--- config.mk ---
export PLATFORM = sky130hd
export DESIGN_NAME = ext_ts_event_unit
export DESIGN_NICKNAME = d
export VERILOG_FILES = /design/src/rtl/tsu_evt_pkg.sv /design/src/rtl/tsu_trig_detect.sv /design/src/rtl/tsu_capture.sv /design/src/rtl/tsu_event_regs.sv /design/src/rtl/ext_ts_event_unit.sv
export SDC_FILE = /design/constraint.sdc
export NUM_CORES = 1
export LEC_CHECK = 0
export BUFFER_PORTS_ARGS = -buffer_cell sky130_fd_sc_hd__buf_2
export CAP_MARGIN = 20
export CORE_MARGIN = 5
export CORE_UTILIZATION = 40
export DETAILED_ROUTE_END_ITERATION = 12
export GPL_ROUTABILITY_DRIVEN = 0
export PLACE_DENSITY = 0.72
export SYNTH_ARGS = -nofsm -noshare
export SYNTH_HDL_FRONTEND = slang
export SYNTH_SLANG_ARGS = --single-unit
--- constraint.sdc ---
create_clock -name clk -period 2.5 [get_ports clk]
set_input_delay 0.5 -clock clk [delete_from_list [all_inputs] [get_ports clk]]
set_output_delay 0.5 -clock clk [all_outputs]
set_load 0.05 [all_outputs]
--- src/rtl/tsu_evt_pkg.sv ---
// Package: shared parameters, bit positions and register select encoding
// for the external trigger timestamp and event unit.
package tsu_evt_pkg;
    localparam int WORD_W    = 32;
    localparam int TIME_W    = 64;
    localparam int NUM_TRIG  = 2;
    localparam int NUM_ALARM = 2;
    localparam int NUM_PULSE = 2;
    localparam int SYNC_LEN  = 2;

    typedef enum logic {
        SEL_EVENT = 1'b0,
        SEL_MASK  = 1'b1
    } reg_sel_e;

    // Event bit of trigger i.
    function automatic int trig_bit(input int i);
        return 24 + i;
    endfunction

    // Event bit of alarm i.
    function automatic int alarm_bit(input int i);
        return 16 + i;
    endfunction

    // Event bit of pulse channel i (channel 0 is the higher bit).
    function automatic int pulse_bit(input int i);
        return 7 - i;
    endfunction

    // Vector of all implemented event and mask positions.
    function automatic logic [WORD_W-1:0] impl_bits();
        logic [WORD_W-1:0] v;
        v = '0;
        for (int i = 0; i < NUM_TRIG; i++)  v[trig_bit(i)]  = 1'b1;
        for (int i = 0; i < NUM_ALARM; i++) v[alarm_bit(i)] = 1'b1;
        for (int i = 0; i < NUM_PULSE; i++) v[pulse_bit(i)] = 1'b1;
        return v;
    endfunction
endpackage

--- src/rtl/tsu_trig_detect.sv ---
// Module: tsu_trig_detect
// Synchronises one asynchronous trigger pin through SYNC_LEN flops and
// emits a one-cycle pulse on the selected edge.
// Assumes: the pin is held longer than a clock period per level, and
// fall_sel is quasi-static relative to trigger activity.
module tsu_trig_detect #(
    parameter int SYNC_LEN = 2
) (
    input  logic clk,
    input  logic rst_n,
    input  logic pin,
    input  logic fall_sel,
    output logic edge_pulse
);
    logic [SYNC_LEN-1:0] sync_q;
    logic                last_q;
    logic                level;

    assign level = sync_q[SYNC_LEN-1];

    // Shift the pin through the synchroniser chain and keep the previous level.
    always_ff @(posedge clk) begin
        if (!rst_n) begin
            sync_q <= '0;
            last_q <= 1'b0;
        end else begin
            sync_q <= {sync_q[SYNC_LEN-2:0], pin};
            last_q <= level;
        end
    end

    // Compare the synchronised level with its previous value for the chosen edge.
    always_comb begin
        if (fall_sel) edge_pulse = last_q & ~level;
        else          edge_pulse = level & ~last_q;
    end
endmodule

--- src/rtl/tsu_capture.sv ---
// Module: tsu_capture
// Holds one captured time value, split into upper and lower words.
// Assumes: load is a single-cycle pulse; a new load simply overwrites.
module tsu_capture #(
    parameter int TIME_W = 64,
    parameter int WORD_W = 32
) (
    input  logic                     clk,
    input  logic                     rst_n,
    input  logic                     load,
    input  logic [TIME_W-1:0]        time_in,
    output logic [TIME_W-WORD_W-1:0] cap_hi,
    output logic [WORD_W-1:0]        cap_lo
);
    localparam int HI_W = TIME_W - WORD_W;

    // Latch both words of the current time on a load pulse.
    always_ff @(posedge clk) begin
        if (!rst_n) begin
            cap_hi <= '0;
            cap_lo <= '0;
        end else if (load) begin
            cap_hi <= time_in[TIME_W-1 -: HI_W];
            cap_lo <= time_in[WORD_W-1:0];
        end
    end
endmodule

--- src/rtl/tsu_event_regs.sv ---
// Module: tsu_event_regs
// Sticky event register with write-one-to-clear, a mask register and the
// masked interrupt. New events win over a clear in the same cycle.
// Assumes: set_vec carries single-cycle strobes at implemented positions.
module tsu_event_regs
    import tsu_evt_pkg::*;
#(
    parameter int W = WORD_W
) (
    input  logic         clk,
    input  logic         rst_n,
    input  logic [W-1:0] set_vec,
    input  logic         clr_wr,
    input  logic         mask_wr,
    input  logic [W-1:0] wr_data,
    output logic [W-1:0] evt_q,
    output logic [W-1:0] mask_q,
    output logic         irq
);
    localparam logic [W-1:0] IMPL = W'(impl_bits());

    logic [W-1:0] clr_vec;
    logic [W-1:0] evt_d;
    logic [W-1:0] mask_d;

    // Build the clear vector and next-state values for both registers.
    always_comb begin
        clr_vec = clr_wr ? wr_data : '0;
        evt_d   = ((evt_q & ~clr_vec) | set_vec) & IMPL;
        mask_d  = mask_wr ? (wr_data & IMPL) : mask_q;
    end

    // Register the event and mask state.
    always_ff @(posedge clk) begin
        if (!rst_n) begin
            evt_q  <= '0;
            mask_q <= '0;
        end else begin
            evt_q  <= evt_d;
            mask_q <= mask_d;
        end
    end

    // Reduce the pending-and-enabled events to the interrupt line.
    always_comb begin
        irq = |(evt_q & mask_q);
    end
endmodule

--- src/rtl/ext_ts_event_unit.sv ---
// Module: ext_ts_event_unit (top)
// Captures cur_time on selected edges of two trigger pins, and gathers
// trigger, alarm and pulse events into a sticky masked event register.
// Assumes: cur_time is synchronous to clk; strobes are one cycle wide.
module ext_ts_event_unit
    import tsu_evt_pkg::*;
(
    input  logic                             clk,
    input  logic                             rst_n,
    input  logic [NUM_TRIG-1:0]              trig_pin,
    input  logic [NUM_TRIG-1:0]              trig_fall,
    input  logic [TIME_W-1:0]                cur_time,
    input  logic [NUM_ALARM-1:0]             alarm_hit,
    input  logic [NUM_PULSE-1:0]             pulse_hit,
    input  logic                             wr_en,
    input  logic                             wr_sel,
    input  logic [WORD_W-1:0]                wr_data,
    output logic [NUM_TRIG-1:0][WORD_W-1:0]  cap_hi,
    output logic [NUM_TRIG-1:0][WORD_W-1:0]  cap_lo,
    output logic [WORD_W-1:0]                evt_reg,
    output logic [WORD_W-1:0]                mask_reg,
    output logic                             irq
);
    localparam int HI_W = TIME_W - WORD_W;

    logic [NUM_TRIG-1:0] trig_edge;
    logic [WORD_W-1:0]   set_vec;
    logic                clr_wr;
    logic                mask_wr;

    // One detector and one capture pair per trigger.
    for (genvar t = 0; t < NUM_TRIG; t++) begin : g_trig
        logic [HI_W-1:0] hi_w;

        tsu_trig_detect #(.SYNC_LEN(SYNC_LEN)) i_det (
            .clk       (clk),
            .rst_n     (rst_n),
            .pin       (trig_pin[t]),
            .fall_sel  (trig_fall[t]),
            .edge_pulse(trig_edge[t])
        );

        tsu_capture #(.TIME_W(TIME_W), .WORD_W(WORD_W)) i_cap (
            .clk    (clk),
            .rst_n  (rst_n),
            .load   (trig_edge[t]),
            .time_in(cur_time),
            .cap_hi (hi_w),
            .cap_lo (cap_lo[t])
        );

        assign cap_hi[t] = WORD_W'(hi_w);
    end

    // Place each source strobe at its event bit position.
    always_comb begin
        set_vec = '0;
        for (int t = 0; t < NUM_TRIG; t++)  set_vec[trig_bit(t)]  = trig_edge[t];
        for (int a = 0; a < NUM_ALARM; a++) set_vec[alarm_bit(a)] = alarm_hit[a];
        for (int p = 0; p < NUM_PULSE; p++) set_vec[pulse_bit(p)] = pulse_hit[p];
    end

    // Decode the write target.
    always_comb begin
        clr_wr  = wr_en && (reg_sel_e'(wr_sel) == SEL_EVENT);
        mask_wr = wr_en && (reg_sel_e'(wr_sel) == SEL_MASK);
    end

    tsu_event_regs #(.W(WORD_W)) i_evt (
        .clk    (clk),
        .rst_n  (rst_n),
        .set_vec(set_vec),
        .clr_wr (clr_wr),
        .mask_wr(mask_wr),
        .wr_data(wr_data),
        .evt_q  (evt_reg),
        .mask_q (mask_reg),
        .irq    (irq)
    );
endmodule

Word-level counts from Yosys, hierarchy flattened --
Cells that the tools add are included.
Word-level totals: register bits 146, output and inout port bits 193
Cells by class: reduce and logical (&&, ||, !) cells 3, bitwise logic cells 13, multiplexer cells 3
Operators by type and width (count):
- 26-bit AND | 2
- 32-bit OR reduction | 1
- 26-bit two-way mux | 1
- 26-bit inverter | 1
- 26-bit OR | 1
- 1-bit inverter | 5
- 1-bit AND | 4
- 1-bit logical AND | 2
- 1-bit two-way mux | 2

Depth between registers and ports, before layout --
Gate-level depths: netlist of the first run.
depth in word-level cells 6, depth in mapped cells 5, gate-level depth less buffers 3

Hierarchy --
From an unflattened synthesis of the first run, not the netlist that was laid out.
Unflattened totals: cell total of the unflattened synthesis 528, area total of the unflattened synthesis 5990.7 µm²
By module, submodules not included:
- tsu_capture | times used 2, sequential area each 1281.2 µm², cells an instance 206, area each 2451.1 µm²
- tsu_event_regs | times used 1, sequential area each 240.2 µm², cells an instance 95, area each 865.8 µm²
- tsu_trig_detect | times used 2, sequential area each 60.1 µm², cells an instance 9, area each 101.3 µm²
- ext_ts_event_unit | times used 1, sequential area each 0.0 µm², cells an instance 3, area each 20.0 µm²

Worst setup path before layout of the first run --
Ideal clock, no wire load.
path kind reg2out, start register i_evt.mask_q[6], end output port irq, path buffers 0, cell stages (with the launch flop) 3, required time 2.000 ns, data arrival time 1.224 ns, path slack 0.776 ns, cells stage by stage dfxtp_1 -> a22oi_1 -> nand3_1
On the way: cells in the longest elaborated chain, start to end 2
Ends and longest elaborated chain:
- from (decl) | line tsu_event_regs.sv:17 | output logic [W-1:0] mask_q,
- from (signal assigned) | line tsu_event_regs.sv:40 | mask_q <= mask_d;
- 26-bit AND | line tsu_event_regs.sv:46 | irq = |(evt_q & mask_q);
- 32-bit OR reduction | line tsu_event_regs.sv:46
- to (decl) | line ext_ts_event_unit.sv:22 | output logic irq
Every way passes these cells.

Worst setup path after layout of the first run --
start register i_evt.mask_q[7], end output port irq
Same word-level chain as after synthesis.

==> reports/summary.txt, run 1 <==
Status: complete, no violations
Hold-fix buffers at CTS: 0
Max-Cap Viols: 0
Cell count after synthesis: 606
Worst-path clk slew: 0.06 ns
Crit path max-delay family: flip-flops
WP buf/inv: 1
Crit path largest cell delay: 0.33 ns
Critical Path Source Type: register
Wire per inst: 13.6 µm
Post-synthesis cell area: 5980 µm²
Fin Clk Skew: 0.0105 ns
Peak supply drop: 0.000498 V
Overall routing resource usage: 0.152
Cts bufs inserted: 17
Worst slew pin tran: 0.524 ns
Synth unique cells: 20
Clock Sinks: 146
# diodes: 0
Post-synth EDFFs: 0
First-pass GRT wire length: 21900 µm
CTS tree: built
Finished Layout Cells: 1012
Area added between synthesis and finish: 24.7%
Number of global-route vias before repair: 4386
Slew HR: 0.651
Fmax: 557 MHz
Core Rows: 44
CP max stage cell: dfxtp_1
Fin. Hold Viols: 0
Final setup TNS: 0 ns
IO Count: 301
Hold WS: 0.294 ns
Avg Cell Area, Syn: 9.87 µm²
Top_reg_cell synth: dfxtp_1
Final WS setup: 0.703 ns
Area after DPL: 6890 µm²
Post-CTS resize count: 0
Clock buffer depth: 2
Die Ht: 132 µm
CP cell instances: a22oi_1 > nand3_1 > buf_2
RSZ-0062 raised after global routing: no
Final ANT Viol Nets: 0
Total number of vias: 4574
Share of layout cells above drive strength 1: 0.321
DP Wirelength: 9880 µm
Die X: 132 µm
Power per cell area: 762 nW/µm²
Ys async rst share: 0
Arrival @ worst endpoint: 1.30 ns
Setup WS pre-CTS: 0.708 ns
Skew-Pair Late Insertion Delay: 0.41 ns
Antenna violations before repair: 0
Lkg Pwr: 0.00430 µW
CTS root buffer: clkbuf_16
# placed instances: 980
Starting Density: 0.410
Multi-input gate area: 2520 µm²
Ys Warns: 0
Routed WL: 13800 µm
Slew Viols, Final: 0
Gr ovfl total: 0
CP Class: register to output port
Fillers: 1390
FF/Latch Area: 2920 µm²
Number of DRC markers in iteration 0: 171
DRC viols: 0
Min Tclk post-route: 1.80 ns
TritonRoute pass-1 iters: 4
Final #Nets: 923
Core ar.: 14600 µm²
Port Buffers: 222
Worst Setup End Kind: output port
#FFs+latches synth: 146
Vias per cell: 4.52
Sequential-to-total area share from yosys stat: 0.489
Design area: 7450 µm²
Worst EP required: 2.00 ns
HP Class: primary input to register
DIE AREA: 17500 µm²
Largest net degree at the start of global routing: 66
Max FO, Critical Path: 3
Setup Buffers After CTS: 0
Period Utilization, post-route: 0.719
Final setup violation count: 0
H-tree depth: 4
==> cells in the mapped netlist, types with 2 or more instances <==
library cell / number / area, µm²
nand2_1: 199 / 747
dfxtp_1: 146 / 2920
mux2i_1: 128 / 1280
buf_4: 54 / 405
clkbuf_1: 13 / 48.8
buf_2: 12 / 60.1
a21boi_0: 10 / 75.1
buf_12: 10 / 200
nand3_1: 7 / 35.0
and2_1: 6 / 37.5
o21a_1: 4 / 30.0
a22oi_1: 3 / 22.5
a21bo_2: 2 / 20.0
a21boi_1: 2 / 15.0
a21oi_2: 2 / 17.5
and3b_1: 2 / 17.5
buf_6: 2 / 22.5
nor2_1: 2 / 7.51
==> layout make-up <==
| type | count | area share |
|---|---|---|
| Sequential cell | 146 | 0.392 |
| Multi-Input combinational cell | 420 | 0.339 |
| Timing Repair Buffer | 230 | 0.163 |
| Clock buffer | 20 | 0.0613 |
| Tap cell | 184 | 0.0309 |
| Clock inverter | 12 | 0.0141 |
==> placed cells by master (no fill, tap or decap), types with 4 or more instances in the layout <==
cell and instances:
buf_2 221, nand2_1 199, o21a_1 4, clkbuf_16 17
buf_4 5, clkinv_2 5, mux2i_1 128, conb_1 52
and2_1 6, a21boi_0 10, nand3_1 7, dfxtp_1 146
==> sequential cells by signal, indices dropped and copies added, names as in the netlist <==
name,flops
g_trig.i_det.last_q,2
g_trig.i_cap.cap_hi,64
g_trig.i_det.sync_q,4
i_evt.mask_q,6
g_trig.i_cap.cap_lo,64
i_evt.evt_q,6
==> metrics by stage <==
| stage | util | total power [µW] |
|---|---|---|
| floorplan | - | 3230 |
| global placement | 0.472 | 3340 |
| detailed placement | 0.472 | 3340 |
| CTS | 0.511 | 5770 |
| global route | 0.511 | 5930 |
| finish | 0.511 | 5680 |
==> where the power goes <==
group	internal [µW]	switching [µW]
combinational	196	647
sequential	2410	39.6
clock	1420	971
total	4030	1660
==> path summary, 6_finish.rpt <==
kind                                           startpoint                         to  slack (ns)  cells past startpoint
worst max-delay path                      i_evt.mask_q[7]                        irq        0.70                      3
worst min-delay path                         pulse_hit[0]             i_evt.evt_q[7]        0.29                      2
worst max register to register  g_trig[0].i_det.sync_q[1]  g_trig[0].i_cap.cap_lo[7]        0.95                      4
worst min register to register  g_trig[0].i_det.sync_q[0]  g_trig[0].i_det.sync_q[1]        0.43                      1
==> per-layer routing <==
layer / wire length, µm / track usage
met1: 5790 / 0.176
met2: 6520 / 0.250
met3: 1340 / 0.0740
met4: 129 / 0.0441
met5: 0 / 0
==> cell families after synthesis <==
logic type / count (synthesis) / synth area share
AO/OA/AOI/OAI: 23 / 0.0301
buffers and inverters: 91 / 0.123
flip-flops: 146 / 0.489
multiplexers: 128 / 0.214
other: 1 / 0.000627
AND/OR/NAND/NOR: 217 / 0.143
(Power assumes the default switching activity.)
==> run 2, diff against run 1 <==
- clock period: 2.5 -> 1.9 ns (I/O delays scaled with it)
==> run 2 against run 1 <==
  * Flip-flop and latch count unchanged
  * Combinational power increased by 33%
  * Register-to-register slack got worse by 0.47 ns
  * Largest cell class unchanged
  * Clock-buffer cell count decreased by 1
  * Hold slack got worse by 0.12 ns
==> reports/summary.txt, run 2 (synthesis gave the netlist of run 1 again) <==
Status: complete, no violations
Design area: 7590 µm² (+1.9%)
Final ANT Viol Nets: 0 (unchanged)
Clock Sinks: 146 (unchanged)
Total number of vias: 4558 (-0.35%)
Skew-Pair Late Insertion Delay: 0.41 ns (about the same)
Final setup violation count: 0 (unchanged)
Die Ht: 132 µm (unchanged)
Period Utilization, post-route: 0.883
CTS root buffer: clkbuf_16
Overall routing resource usage: 0.154 (+0.00179)
Gr ovfl total: 0 (unchanged)
H-tree depth: 4 (unchanged)
Arrival @ worst endpoint: 1.30 ns (about the same)
Fillers: 1368 (-1.6%)
HP Class: primary input to register
Final setup TNS: 0 ns (unchanged)
Top flop regs: g_trig.i_cap.cap_hi x64, g_trig.i_cap.cap_lo x64
Critical Path Source Type: register
Number of global-route vias before repair: 4374 (-0.27%)
Vias per cell: 4.48 (-0.84%)
DIE AREA: 17500 µm² (unchanged)
Fin. Hold Viols: 0 (unchanged)
IO Count: 301 (unchanged)
Final #Nets: 928 (+0.54%)
Fmax: 596 MHz
DP Wirelength: 10200 µm (+2.9%)
Setup Buffers After CTS: 0 (unchanged)
DRC viols: 0 (unchanged)
Worst-path clk slew: 0.06 ns (about the same)
Core Rows: 44 (unchanged)
RSZ-0062 raised after global routing: no
Max FO, Critical Path: 3 (unchanged)
Share of layout cells above drive strength 1: 0.325 (+0.00326)
Post-CTS resize count: 0 (unchanged)
Antenna violations before repair: 1 (+1)
Largest net degree at the start of global routing: 47 (-29%)
Peak supply drop: 0.000583 V (+17%)
Routed WL: 13800 µm (+0.57%)
Starting Density: 0.410 (unchanged)
First-pass GRT wire length: 22300 µm (+1.9%)
Cts bufs inserted: 17 (unchanged)
Core ar.: 14600 µm² (unchanged)
CP Class: register to output port
Port Buffers: 222 (unchanged)
Area added between synthesis and finish: 27.0%
Wire per inst: 13.6 µm (about the same)
Worst EP required: 1.52 ns (-0.48 ns)
Most frequent cells in the layout: 221 x buf_2, 199 x nand2_1, 146 x dfxtp_1
Clock buffer depth: 2 (unchanged)
Max-Cap Viols: 0 (unchanged)
Crit path largest cell delay: 0.33 ns (about the same)
Hold-fix buffers at CTS: 0 (unchanged)
Slew Viols, Final: 0 (unchanged)
Number of DRC markers in iteration 0: 160 (-6.4%)
CTS tree: built
Lkg Pwr: 0.00436 µW (+1.3%)
Power per cell area: 1040 nW/µm² (+36%)
Min Tclk post-route: 1.68 ns
TritonRoute pass-1 iters: 4 (unchanged)
Area after DPL: 6970 µm² (+1.1%)
Fin Clk Skew: 0.00875 ns (-0.00172 ns)
Worst Setup End Kind: output port
CP cell instances: a22oi_1 > nand3_1 > buf_2
Commonest non-fill, non-tap cell in the layout: buf_2
Fin util: 0.521 (+0.00960)
CP max stage cell: dfxtp_1
Die X: 132 µm (unchanged)
## run 2: worst paths after layout
path	start	end	slack, ns	cells past startpoint
setup / recovery	i_evt.mask_q[7]	irq	0.22	3
hold / removal	trig_pin[1]	g_trig[1].i_det.sync_q[0]	0.18	2
setup reg to reg	g_trig[1].i_det.sync_q[1]	g_trig[1].i_cap.cap_lo[2]	0.48	4
hold reg to reg	g_trig[1].i_det.sync_q[0]	g_trig[1].i_det.sync_q[1]	0.43	1
## run 2: area by class of cell
type | count | area, µm² | share of cell area
Antenna cell | 1 | 2.50 | 0.000329
Clock inverter | 12 | 181 | 0.0239
Tap cell | 184 | 230 | 0.0303
Sequential cell | 146 | 2920 | 0.385
Clock buffer | 19 | 443 | 0.0583
Multi-Input combinational cell | 420 | 2520 | 0.332
Timing Repair Buffer | 235 | 1290 | 0.170
## run 2: stage by stage
stage	setup slack, ns	hold slack, ns	total power [µW]	std cells
3_5_place_dp	0.387	0.423	4410	985
3_3_place_gp	0.427	0.414	4410	985
4_1_cts	0.211	0.157	7970	1016
5_1_grt	0.131	0.155	8190	1017
2_1_floorplan	0.296	0.412	4250	657
6_report	0.222	0.178	7870	1017
## run 2: routing by layer
layer	share of wire	up-vias	GRT usage
met3	0.10	12	0.0702
li1	-	2305	-
met1	0.42	2072	0.182
met4	0.011	0	0.0492
met2	0.46	169	0.249
met5	0	-	0
## run 2: worst max-delay path: cells and delay by family (launching register included)
kind | cells | cell delay, ns
DFF | 1 | 0.33
buffers and inverters | 1 | 0.22
and+or+nand+nor | 1 | 0.11
AOI/OAI and AO/OA | 1 | 0.23
## run 2: where the power goes
group	switching, µW	internal, µW	total [µW]
clock	1290	2230	3530
combinational	853	271	1120
sequential	51.8	3170	3220
total	2200	5670	7870
